<file path="config.mk">
export PLATFORM = sky130hd
export DESIGN_NAME = mdio_master
export DESIGN_NICKNAME = d
export VERILOG_FILES = /design/src/rtl/mdio_pkg.sv /design/src/rtl/mdio_mdc_gen.sv /design/src/rtl/mdio_frame_engine.sv /design/src/rtl/mdio_master.sv
export SDC_FILE = /design/constraint.sdc
export NUM_CORES = 1
export LEC_CHECK = 0
export BUFFER_PORTS_ARGS = -buffer_cell sky130_fd_sc_hd__buf_4
export CAP_MARGIN = 10
export CORE_AREA = 3 3 117 85
export CTS_CLUSTER_SIZE = 30
export DETAILED_ROUTE_END_ITERATION = 10
export DIE_AREA = 0 0 120 88
export PLACE_DENSITY = 0.84
export SYNTH_ARGS = -nofsm -noshare
export SYNTH_HDL_FRONTEND = slang
export SYNTH_HIERARCHICAL = 1
export SYNTH_SLANG_ARGS = --single-unit
</file>
<file path="constraint.sdc">
create_clock -name clk -period 3.89 [get_ports clk]
set_clock_uncertainty 0.2 [all_clocks]
set_input_delay 0.778 -clock clk [delete_from_list [all_inputs] [get_ports clk]]
set_output_delay 0.778 -clock clk [all_outputs]
set_load 0.03 [all_outputs]
</file>
<file path="src/rtl/mdio_pkg.sv">
package mdio_pkg;
  localparam int PHY_W   = 5;
  localparam int DEV_W   = 5;
  localparam int DATA_W  = 16;
  localparam int REG_W   = 21;
  localparam int DEV_LSB = 16;
  localparam int WORD_W  = 32;   // start + op + phy + sub + ta + data

  typedef enum logic [1:0] {
    FK_ADDR  = 2'd0,
    FK_WRITE = 2'd1,
    FK_READ  = 2'd2
  } frame_kind_t;

  // {start[1:0], opcode[1:0]} for one frame
  function automatic logic [3:0] frame_code(input logic c45, input frame_kind_t k);
    logic [3:0] code;
    if (!c45) begin
      code = (k == FK_READ) ? 4'b0110 : 4'b0101;
    end else begin
      case (k)
        FK_ADDR:  code = 4'b0000;
        FK_WRITE: code = 4'b0001;
        default:  code = 4'b0011;
      endcase
    end
    return code;
  endfunction

  // Device address for Clause 45, register number for Clause 22
  function automatic logic [DEV_W-1:0] sub_addr(input logic c45, input logic [REG_W-1:0] r);
    return c45 ? r[DEV_LSB +: DEV_W] : r[DEV_W-1:0];
  endfunction

  // Serial word following the preamble, first bit at the MSB
  function automatic logic [WORD_W-1:0] frame_word(input logic c45, input frame_kind_t k,
                                                  input logic [PHY_W-1:0] phy,
                                                  input logic [DEV_W-1:0] sub,
                                                  input logic [DATA_W-1:0] data);
    return {frame_code(c45, k), phy, sub, 2'b10, data};
  endfunction
endpackage

</file>
<file path="src/rtl/mdio_mdc_gen.sv">
module mdio_mdc_gen #(
  parameter int HALF = 50
) (
  input  logic clk,
  input  logic rst_n,
  input  logic run,
  output logic mdc,
  output logic fall_ev
);
  localparam int CW = (HALF > 1) ? $clog2(HALF) : 1;
  localparam logic [CW-1:0] CNT_LAST = CW'(HALF - 1);

  logic [CW-1:0] cnt;
  logic          wrap;

  assign wrap    = run && (cnt == CNT_LAST);
  assign fall_ev = wrap && mdc;   // end of a bit: high phase is over

  always_ff @(posedge clk or negedge rst_n) begin
    if (!rst_n) begin
      cnt <= '0;
      mdc <= 1'b0;
    end else if (!run) begin
      cnt <= '0;
      mdc <= 1'b0;
    end else if (wrap) begin
      cnt <= '0;
      mdc <= !mdc;
    end else begin
      cnt <= cnt + 1'b1;
    end
  end

  AST_MDC_STOPS_LOW: assert property (@(posedge clk) disable iff (!rst_n)
    $fell(run) |-> !mdc);
endmodule

</file>
<file path="src/rtl/mdio_frame_engine.sv">
module mdio_frame_engine import mdio_pkg::*; #(
  parameter int PRE_LEN  = 32,
  parameter int MISS_LEN = 32
) (
  input  logic              clk,
  input  logic              rst_n,
  input  logic              start,
  input  frame_kind_t       kind,
  input  logic [WORD_W-1:0] word,
  input  logic              fall_ev,
  input  logic              mdio_in,
  output logic              mdio_out,
  output logic              mdio_oe,
  output logic              frame_end,
  output logic              absent,
  output logic [DATA_W-1:0] rx_data
);
  localparam int LAST_POS = PRE_LEN + WORD_W;           // trailing released bit
  localparam int POS_W    = $clog2(LAST_POS + 1);
  localparam int MW       = (MISS_LEN > 1) ? $clog2(MISS_LEN) : 1;
  localparam logic [POS_W-1:0] P_PRE  = POS_W'(PRE_LEN);
  localparam logic [POS_W-1:0] P_TA0  = POS_W'(PRE_LEN + 14);
  localparam logic [POS_W-1:0] P_TA1  = POS_W'(PRE_LEN + 15);
  localparam logic [POS_W-1:0] P_DAT  = POS_W'(PRE_LEN + 16);
  localparam logic [POS_W-1:0] P_LAST = POS_W'(LAST_POS);
  localparam logic [MW-1:0]    M_LAST = MW'(MISS_LEN - 1);

  logic             active, miss;
  logic [POS_W-1:0] pos;
  logic [MW-1:0]    miss_cnt;

  // named internal events
  logic       is_rd, in_pre, drive_bit, ta_check, data_smp;
  logic [4:0] widx;

  assign is_rd     = (kind == FK_READ);
  assign in_pre    = (pos < P_PRE);
  assign widx      = 5'(LAST_POS - 1 - int'(pos));
  assign drive_bit = in_pre ? 1'b1 : word[widx];
  assign mdio_oe   = active && !miss && ((pos < P_TA0) || (!is_rd && (pos < P_LAST)));
  assign mdio_out  = mdio_oe && drive_bit;
  assign ta_check  = fall_ev && active && !miss && is_rd && (pos == P_TA1);
  assign data_smp  = fall_ev && active && !miss && is_rd && (pos >= P_DAT) && (pos < P_LAST);
  assign absent    = miss;

  always_ff @(posedge clk or negedge rst_n) begin
    if (!rst_n) begin
      active    <= 1'b0;
      miss      <= 1'b0;
      pos       <= '0;
      miss_cnt  <= '0;
      frame_end <= 1'b0;
      rx_data   <= '0;
    end else begin
      frame_end <= 1'b0;
      if (start) begin
        active   <= 1'b1;
        miss     <= 1'b0;
        pos      <= '0;
        miss_cnt <= '0;
      end else if (fall_ev && active) begin
        if (miss) begin
          if (miss_cnt == M_LAST) begin
            active    <= 1'b0;
            frame_end <= 1'b1;
          end else begin
            miss_cnt <= miss_cnt + 1'b1;
          end
        end else if (ta_check && mdio_in) begin
          miss <= 1'b1;
        end else if (pos == P_LAST) begin
          active    <= 1'b0;
          frame_end <= 1'b1;
        end else begin
          if (data_smp) rx_data <= {rx_data[DATA_W-2:0], mdio_in};
          pos <= pos + 1'b1;
        end
      end
    end
  end

  AST_SAMPLE_RELEASED: assert property (@(posedge clk) disable iff (!rst_n)
    (data_smp || ta_check) |-> !mdio_oe);
endmodule

</file>
<file path="src/rtl/mdio_master.sv">
module mdio_master import mdio_pkg::*; #(
  parameter int MDC_HALF = 50,
  parameter int PRE_LEN  = 32,
  parameter int MISS_LEN = 32
) (
  input  logic              clk,
  input  logic              rst_n,
  input  logic              cmd_valid,
  input  logic              cmd_c45,
  input  logic              cmd_rd,
  input  logic [PHY_W-1:0]  cmd_phy,
  input  logic [REG_W-1:0]  cmd_reg,
  input  logic [DATA_W-1:0] cmd_wdata,
  output logic              busy,
  output logic              done,
  output logic [DATA_W-1:0] rd_data,
  output logic              err,
  output logic              mdc,
  output logic              mdio_out,
  output logic              mdio_oe,
  input  logic              mdio_in
);
  logic              running, start_q, c45_q, rd_q;
  frame_kind_t       kind_q;
  logic [PHY_W-1:0]  phy_q;
  logic [REG_W-1:0]  reg_q;
  logic [DATA_W-1:0] wd_q;

  // named events shared between sequencer, engine and checks
  logic              accept, fall_ev, frame_end, absent, chain, finish;
  logic [DATA_W-1:0] rx_data, payload;
  logic [WORD_W-1:0] word;

  assign busy    = running;
  assign accept  = cmd_valid && !running;
  assign chain   = frame_end && (kind_q == FK_ADDR);
  assign finish  = frame_end && (kind_q != FK_ADDR);
  assign payload = (kind_q == FK_ADDR) ? reg_q[DATA_W-1:0] : wd_q;
  assign word    = frame_word(c45_q, kind_q, phy_q, sub_addr(c45_q, reg_q), payload);

  mdio_mdc_gen #(.HALF(MDC_HALF)) u_clk (
    .clk(clk), .rst_n(rst_n), .run(running), .mdc(mdc), .fall_ev(fall_ev)
  );

  mdio_frame_engine #(.PRE_LEN(PRE_LEN), .MISS_LEN(MISS_LEN)) u_eng (
    .clk(clk), .rst_n(rst_n), .start(start_q), .kind(kind_q), .word(word),
    .fall_ev(fall_ev), .mdio_in(mdio_in), .mdio_out(mdio_out), .mdio_oe(mdio_oe),
    .frame_end(frame_end), .absent(absent), .rx_data(rx_data)
  );

  always_ff @(posedge clk or negedge rst_n) begin
    if (!rst_n) begin
      running <= 1'b0;
      start_q <= 1'b0;
      done    <= 1'b0;
      err     <= 1'b0;
      rd_data <= '0;
      c45_q   <= 1'b0;
      rd_q    <= 1'b0;
      kind_q  <= FK_WRITE;
      phy_q   <= '0;
      reg_q   <= '0;
      wd_q    <= '0;
    end else begin
      done    <= 1'b0;
      start_q <= 1'b0;
      if (accept) begin
        running <= 1'b1;
        start_q <= 1'b1;
        c45_q   <= cmd_c45;
        rd_q    <= cmd_rd;
        phy_q   <= cmd_phy;
        reg_q   <= cmd_reg;
        wd_q    <= cmd_wdata;
        kind_q  <= cmd_c45 ? FK_ADDR : (cmd_rd ? FK_READ : FK_WRITE);
      end else if (chain) begin
        kind_q  <= rd_q ? FK_READ : FK_WRITE;
        start_q <= 1'b1;
      end else if (finish) begin
        running <= 1'b0;
        done    <= 1'b1;
        err     <= absent;
        if (rd_q) rd_data <= absent ? '1 : rx_data;
      end
    end
  end

  AST_DRIVE_WHILE_LOW: assert property (@(posedge clk) disable iff (!rst_n)
    (!$stable(mdio_out) || $rose(mdio_oe)) |-> !mdc);
  AST_IDLE_QUIET: assert property (@(posedge clk) disable iff (!rst_n)
    !busy |-> (!mdc && !mdio_oe));
  AST_DONE_SINGLE: assert property (@(posedge clk) disable iff (!rst_n)
    done |=> !done);
  AST_MISSING_ALL_ONES: assert property (@(posedge clk) disable iff (!rst_n)
    (done && err) |-> (rd_data == 16'hFFFF));
  AST_BUSY_ENDS_WITH_DONE: assert property (@(posedge clk) disable iff (!rst_n)
    $fell(busy) |-> done);
endmodule

</file>
==> results of run 1 <==
## flip-flops by register name, indices dropped and copies added (netlist names), 2 cells and up
name / flops
kind_q: 2
phy_q: 5
rd_data: 16
reg_q: 21
u_clk/cnt: 6
u_eng/miss_cnt: 5
u_eng/pos: 7
u_eng/rx_data: 16
wd_q: 16
## cell type report
cell class,count,area [µm²]
Sequential cell,104,2610
Timing Repair Buffer,75,588
Clock inverter,4,53.8
Clock buffer,12,246
Fill cell,686,3030
Tap cell,124,155
Multi-Input combinational cell,358,2260
Inverter,7,26.3
## power by group
group          internal [mW]  switching, mW
sequential              1.11         0.0253
clock                  0.518          0.391
combinational         0.0770         0.0598
total                   1.70          0.477
## layer usage
metal / routed length, µm / part of all wire / vias to the layer above / GRT usage
met5: 0 / 0 / - / 0
met4: 150 / 0.013 / 0 / 0.0572
met3: 679 / 0.059 / 18 / 0.0710
met2: 5700 / 0.49 / 120 / 0.377
met1: 5000 / 0.43 / 1913 / 0.297
li1: - / - / 1823 / -
## placed cells by master, fill, tap and decap left out, drive strengths merged, types with 2 or more instances in the layout
master and count:
a21oi 9, a221oi 2, a311oi 2, a31oi 35, and2 2, and3 2
buf 75, clkbuf 12, clkinvlp 2, conb 3, dfrtp 103, ha 6
inv 7, mux2 41, mux2i 5, mux4 6, nand2 147, nand2b 3
nand3 8, nand3b 2, nand4b 2, nor2 35, nor2b 6, nor3 2
nor4 3, nor4b 2, o21ai 9, o31ai 4, or2 2, or4 4
xnor2 2, xor2 5
## how the worst max path moves through the flow
stage / from / endpoint
6_report: kind_q[1] / mdio_out
5_1_grt: kind_q[1] / mdio_out
4_1_cts: kind_q[0] / mdio_out
3_5_place_dp: kind_q[1] / mdio_out
3_3_place_gp: kind_q[1] / mdio_out
2_1_floorplan: kind_q[1] / mdio_out
## through the flow
stage,cell area [µm²],cells,power [mW]
final,5940,684,2.18
after global routing,5940,684,2.26
after CTS,5930,683,2.19
after detailed placement,5600,666,1.28
after global placement,5600,666,1.27
after floorplan,5140,505,1.21
## worst max-delay path: stages, from the launching register on
cell	delay (ns)
dfrtp_2	0.49
nor2_4	0.13
buf_12	0.16
mux2_2	0.34
mux4_2	0.46
mux2_2	0.29
a221oi_2	0.32
a311oi_1	0.10
buf_4	0.20
## repair_timing
action / CTS / global route
setup buffers: 1 / 1
cloned: 0 / 0
setup endpoints to repair: 1 / 1
pin swaps: 1 / 0
resized for setup: 1 / 1
hold endpoints to repair: 0 / 0
## cell families (layout without fill, tap and decap cells)
logic type	Yosys count	in the layout	share of synthesized area
other	2	3	0.00146
buffers and inverters	43	98	0.0553
muxes	52	52	0.133
adders and majority gates	6	6	0.0146
DFF	104	104	0.507
xor gates and xnor gates	7	7	0.0119
and+or+nand+nor	224	224	0.192
AOI/OAI and AO/OA	66	66	0.0844
==> flow_summary.ini, run 1 <==
[run_status]
status = finished clean

[power_and_ir_drop]
vdd_drop_max_v = 0.000208
p_per_area_nw_per_um2 = 367
p_leak_nw = 2.89

[global_routing]
antenna_found_initial = 0
grt_pass1_vias = 3916
grt_pass1_wl_um = 19100
grt_overflow = 0
grt_max_degree = 64
grt_usage = 0.228

[worst_setup_path]
cp.required_ns = 2.91
r2r_slack_ns = 0.89
cp.arrival_ns = 2.84
r2r-start = u_eng/pos[0]
cp_max_fo = 15
crit_path_start_kind = register
cp-end-kind = output pin
rr_endpoint = u_eng/pos[5]
crit_type = reg2out
r2r_cells = 6

[job]
maxCapViolations = 0

[logic_synthesis]
synthTopCellsByCount = 146 x nand2_1, 103 x dfrtp_1, 35 x a31oi_1
syn-cell-area_um2 = 5130
yosysTopAreaCell = dfrtp_1
seq_area_frac_synth = 0.507
synth_top_area_frac = 0.502
syn_area_per_cell_um2 = 10.2
synthArstFlopShare = 1.00
ys_ff_latch = 104
synth_edf_count = 0
ys.flop_type = dfrtp_1
synthCells = 504
yosys_warnings = 6
yosys-top-cells-area = dfrtp_1 50%, nand2_1 11%, mux2_2 6.8%
synth.most_common_cell = nand2_1
synth.distinct_cells = 55

[route]
first_iter_violations = 266
route.detailed.drc = 0
routed_via_density = 5.66
vias = 3874
routed_wl_um = 11500
dr.pass1.iters = 4
final_antenna_net_count = 0
routedWlPerCell_um = 16.9

[layout]
final_nets = 609
n_antenna_cell = 0
postLayoutCoreUtil = 0.662
drive_above_1_share = 0.270
area_growth_pct = 15.7

[die]
row_count = 29
core_um2 = 8960
die_h_um = 88
die_area_um2 = 10600
initial_core_util = 0.573
ios = 70
die_width_um = 120

[timing]
period_needed_ns = 3.81
maxSlewViolCount = 0
fmax_ghz = 0.262
finalSetupViolCount = 0
slew_headroom = 0.196
rsz0062_at_grt = no
fin_tns_setup_ns = 0
fin_ws_ns = 0.0762
hold_violations = 0
worst_slew_pin_slew_ns = 1.21
min_period_over_period = 0.980
worst_hold_slack_ns = 0.251

[clock_network]
h-tree-depth = 3
clk_latency_ns = 0.34
ctsHoldBuffers = 0
clockBufferDepth = 2
path_clk_slew_ns = 0.07
clock_sinks = 104
cts_tree = yes
cts_buffers = 9
root_buffer = clkbuf_16

[min_path]
hp-class = in2async

[placement]
preCtsSetupSlack_ns = 0.143
hpwl_um = 7630
routabilityCongestion = 0.809
port_buffers = 69
No activity file was read; power rests on OpenSTA's default activity.
==> run 2, diff against run 1 <==
--- a/config.mk
+++ b/config.mk
@@ -7,11 +7,11 @@
 export LEC_CHECK = 0
 export BUFFER_PORTS_ARGS = -buffer_cell sky130_fd_sc_hd__buf_4
 export CAP_MARGIN = 10
-export CORE_AREA = 3 3 117 85
+export CORE_AREA = 5 5 128 93
 export CTS_CLUSTER_SIZE = 30
 export DETAILED_ROUTE_END_ITERATION = 10
-export DIE_AREA = 0 0 120 88
-export PLACE_DENSITY = 0.84
+export DIE_AREA = 0 0 133 98
+export PLACE_DENSITY = 0.75
 export SYNTH_ARGS = -nofsm -noshare
 export SYNTH_HDL_FRONTEND = slang
 export SYNTH_HIERARCHICAL = 1
==> run 2 against run 1 <==
Effect of this change:
- worst setup slack better by 0.016 ns
- combinational power about the same
- global-route usage down 5.0 points
- via count shrank 1.9%
- clock-buffer cell count grew 1
- die area is 23% higher
- flip-flop and latch count stayed put
- core utilization decreased by 10 points
- clock power grew 3.8%
==> flow_summary.ini, run 2 (same netlist as run 1, synthesis figures left out) <==
[run_status]
status = finished clean

[timing]
fin_tns_setup_ns = 0
finalSetupViolCount = 0
worst_slew_pin_slew_ns = 1.03
period_needed_ns = 3.80
fmax_ghz = 0.263
hold_violations = 0
rsz0062_at_grt = no
maxSlewViolCount = 0
min_period_over_period = 0.976
slew_headroom = 0.313

[layout]
area_growth_pct = 17.1
largest_register = reg_q
final_nets = 615
fillers = 915
final_common_cell = nand2_1
fin_cells = 702
final_cell_mix = 146 x nand2_1, 102 x dfrtp_1, 79 x buf_4, 35 x a31oi_1, 33 x nor2_1
n_antenna_cell = 0
postLayoutCoreUtil = 0.562
largest_reg_flops = 21
drive_above_1_share = 0.279

[route]
routed_via_density = 5.41
first_iter_violations = 211
dr.pass1.iters = 7
route.detailed.drc = 0
final_antenna_net_count = 0
routed_wl_um = 11200
vias = 3800
routedWlPerCell_um = 16.0

[power_and_ir_drop]
p_leak_nw = 2.93
vdd_drop_max_v = 0.000215
power.switching_mw = 0.472
p_per_area_nw_per_um2 = 368
combPwrFrac = 0.062
swShare = 0.213
p_int_mw = 1.74
power.clock.fraction = 0.427
pwr-share-seq = 0.511

[placement]
routabilityCongestion = 0.796
port_buffers = 69
hpwl_um = 7580
dp.cells = 680

[global_routing]
grt_max_degree = 65
grt_overflow = 0
grt_pass1_wl_um = 19000
grt_util_met2 = 0.271
grt_busiest_layer = met2
antenna_found_initial = 0
grt_pass1_vias = 3806
gr-usage-met3 = 0.0391
grt_usage = 0.178
grt_util_met1 = 0.259

[clock_network]
clockBufferDepth = 2
path_clk_slew_ns = 0.07
h-tree-depth = 3
clock_sinks = 104
cts_tree = yes
ctsHoldBuffers = 0
root_buffer = clkbuf_16
cts_buffers = 9
clk_latency_ns = 0.34

[worst_setup_path]
startpoint = kind_q[1]
cp.required_ns = 2.91
cp_max_fo = 16
cp.arrival_ns = 2.82
crit_type = reg2out
r2r-start = u_clk/cnt[1]
r2r_cells = 8
r2r_slack_ns = 0.92
crit_path_start_kind = register
cp-end-kind = output pin
rr_endpoint = u_eng/rx_data[3]
endpoint = mdio_out

[die]
core_um2 = 10700
row_count = 32
initial_core_util = 0.480
die_width_um = 133
die_h_um = 98
die_area_um2 = 13000
ios = 70

[job]
maxCapViolations = 0

[min_path]
hp-class = reg2reg
[run 2: worst min-delay path by stage]
| stage | from | end | slack [ns] | cells past startpoint |
|---|---|---|---|---|
| detailed placement | phy_q[0] | phy_q[0] | 0.26 | 2 |
| finish | reg_q[20] | reg_q[20] | 0.28 | 2 |
| CTS | reg_q[20] | reg_q[20] | 0.28 | 2 |
| global placement | reg_q[15] | reg_q[15] | 0.26 | 2 |
| floorplan | reg_q[15] | reg_q[15] | 0.24 | 2 |
| global route | wd_q[3] | wd_q[3] | 0.30 | 2 |
[run 2: what timing repair did]
item	in CTS	in global routing
gates resized for setup	3	1
setup endpoints to repair	1	1
hold endpoints to repair	0	0
buffers inserted	0	5
[run 2: final cells by class]
| type | count | area (µm²) | share of cell area |
|---|---|---|---|
| sequential | 104 | 2610 | 0.433 |
| multi-input combinational | 358 | 2260 | 0.376 |
| timing repair buffer | 81 | 628 | 0.105 |
| clock buffer | 13 | 270 | 0.0450 |
| tap | 136 | 170 | 0.0283 |
| clock inverter | 3 | 47.5 | 0.00791 |
| inverter | 7 | 26.3 | 0.00437 |
[run 2: through the flow]
stage / instance area, µm² / hold slack [ns] / setup slack, ns / power [mW]
floorplan: 5140 / 0.240 / 0.561 / 1.21
global placement: 5620 / 0.262 / 0.318 / 1.28
detailed placement: 5620 / 0.263 / 0.224 / 1.28
CTS: 5950 / 0.283 / 0.00691 / 2.23
global route: 6010 / 0.298 / 0.0144 / 2.30
finish: 6010 / 0.277 / 0.0920 / 2.21
[run 2: metal layers]
layer  share of wire  vias up
li1                -     1828
met1            0.48     1859
met2            0.46      105
met3           0.044        8
met4          0.0096        0
met5               0        -
[run 2: worst max-delay path, stage by stage, from the launching register on]
cell	delay [ns]
dfrtp_2	0.45
nor2_4	0.13
buf_8	0.18
mux2_2	0.35
mux4_2	0.47
mux2_2	0.29
a221oi_2	0.31
a311oi_1	0.10
buf_4	0.20
[run 2: power groups by stage]
stage          clock network (mW)  logic, mW  registers, mW
2_1_floorplan                   0     0.0731           1.14
5_1_grt                      1.02      0.153           1.13
6_report                    0.945      0.137           1.13
3_5_place_dp                    0      0.131           1.15
4_1_cts                     0.967      0.134           1.13
3_3_place_gp                    0      0.127           1.15
==> run 3, diff against run 2 <==
--- a/config.mk
+++ b/config.mk
@@ -8,6 +8,7 @@
 export BUFFER_PORTS_ARGS = -buffer_cell sky130_fd_sc_hd__buf_4
 export CAP_MARGIN = 10
 export CORE_AREA = 5 5 128 93
+export CTS_BUF_LIST = sky130_fd_sc_hd__clkbuf_8
 export CTS_CLUSTER_SIZE = 30
 export DETAILED_ROUTE_END_ITERATION = 10
 export DIE_AREA = 0 0 133 98
==> run 3 against run 2 <==
Effect of this change:
- fmax increased by 0.31%
- worst hold slack improved by 0.0047 ns
- total power fell by 10%
- largest cell class unchanged
==> flow_summary.ini, run 3 (same netlist as run 1, synthesis figures left out) <==
[run_status]
status = finished clean

[die]
core_um2 = 10700
die_area_um2 = 13000
row_count = 32
die_h_um = 98
die_width_um = 133
ios = 70
initial_core_util = 0.480

[timing]
min_period_over_period = 0.973
slew_headroom = 0.294
finalSetupViolCount = 0
maxSlewViolCount = 0
hold_violations = 0
worst_slew_pin_slew_ns = 1.06
fin_tns_setup_ns = 0
period_needed_ns = 3.79
fmax_ghz = 0.264
rsz0062_at_grt = no

[global_routing]
grt_usage = 0.177
antenna_found_initial = 0
grt_overflow = 0
grt_pass1_wl_um = 18800
grt_pass1_vias = 3814
grt_max_degree = 65

[clock_network]
clock_sinks = 104
path_clk_slew_ns = 0.10
cts_buffers = 9
root_buffer = clkbuf_8
clockBufferDepth = 2
cts_tree = yes
h-tree-depth = 3
clk_latency_ns = 0.38

[worst_setup_path]
cp_max_fo = 16
crit_path_start_kind = register
cp-end-kind = output pin
r2r-start = u_clk/cnt[1]
crit_slowest_cell = mux4_2
r2r_slack_ns = 0.93
r2r_cells = 8
crit_top_cell = mux2_2
rr_endpoint = u_eng/rx_data[8]
crit_type = reg2out
cp.arrival_ns = 2.81
startpoint = kind_q[1]
cp.required_ns = 2.91
max_stage_delay_ns = 0.47
cp_cell_sequence = nor2_4, buf_12, mux2_2, mux4_2, mux2_2, a221oi_2, a311oi_1, buf_4

[placement]
placed_area_um2 = 5620
hpwl_um = 7580
port_buffers = 69
routabilityCongestion = 0.796
dp.cells = 680

[power_and_ir_drop]
p_per_area_nw_per_um2 = 337
vdd_drop_max_v = 0.000185
p_leak_nw = 2.88
power_mw = 1.99

[layout]
multi_input_area_um2 = 2260
final_cell_mix = 146 x nand2_1, 102 x dfrtp_1, 76 x buf_4, 35 x a31oi_1, 33 x nor2_1
fin_cells = 699
final_nets = 612
largest_reg_flops = 21
postLayoutCoreUtil = 0.551
area_growth_pct = 14.8
fillers = 933
largest_register = reg_q
seqCellArea_um2 = 2610
final_area_um2 = 5890
final_common_cell = nand2_1
n_antenna_cell = 0
drive_above_1_share = 0.275

[min_path]
hold_end = reg_q[20]
worstHoldPathCells = 2
holdCritStartpoint = reg_q[20]
hp-class = reg2reg

[route]
final_antenna_net_count = 0
route.detailed.drc = 0
vias = 3764
dr.pass1.iters = 4
routed_via_density = 5.38
first_iter_violations = 229
routedWlPerCell_um = 15.7
routed_wl_um = 11000

[job]
maxCapViolations = 0
-- run 3: changes by cell type in the layout (fill, tap and decap cells not counted), sizes merged --
cell and change:
inv +1, clkbuf -1, buf -3
-- run 3: worst max path at each step --
stage	to	slack, ns	cells past startpoint
3_5_place_dp	mdio_out	0.22	8
4_1_cts	mdio_out	0.03	8
2_1_floorplan	mdio_out	0.56	8
6_report	mdio_out	0.10	8
5_1_grt	mdio_out	0.01	8
3_3_place_gp	mdio_out	0.32	8
-- run 3: critical path, delay by kind of cell, from the launching register on --
kind,cells,cell delay (ns)
and+or+nand+nor,1,0.13
buffers and inverters,2,0.36
AOI/OAI and AO/OA,2,0.40
muxes,3,1.10
DFF,1,0.43
-- run 3: stage by stage --
step / worst slack [ns] / hold WS (ns)
after floorplan: 0.561 / 0.240
after global placement: 0.318 / 0.262
after detailed placement: 0.224 / 0.263
after CTS: 0.0274 / 0.289
after global routing: 0.0138 / 0.306
final: 0.104 / 0.281
-- run 3: area by class of cell --
class | count | share of cell area
clock buffer | 12 | 0.0280
clock inverter | 4 | 0.00871
inverter | 7 | 0.00446
multi-input combinational | 358 | 0.384
sequential | 104 | 0.442
tap | 136 | 0.0289
timing repair buffer | 78 | 0.104
-- run 3: metal layers --
metal / track usage / vias up / share of wire / routed length, µm
met5: 0 / - / 0 / 0
met4: 0.0607 / 0 / 0.015 / 167
met3: 0.0422 / 15 / 0.045 / 490
met2: 0.261 / 95 / 0.46 / 5020
met1: 0.256 / 1827 / 0.48 / 5320
li1: - / 1827 / - / -
-- run 3: repair_timing --
action,4_1_cts,5_1_grt
setup buffers,1,1
gates cloned,0,0
gates resized for setup,3,2
endpoints found under the setup margin,1,1
pin swaps,0,1
hold buffers,0,0
-- run 3: report_power, final --
group	leakage, nW	internal (mW)	switching (mW)
sequential	1.37	1.11	0.0225
combinational	1.39	0.0774	0.0585
clock	0.114	0.352	0.370
total	2.88	1.53	0.451
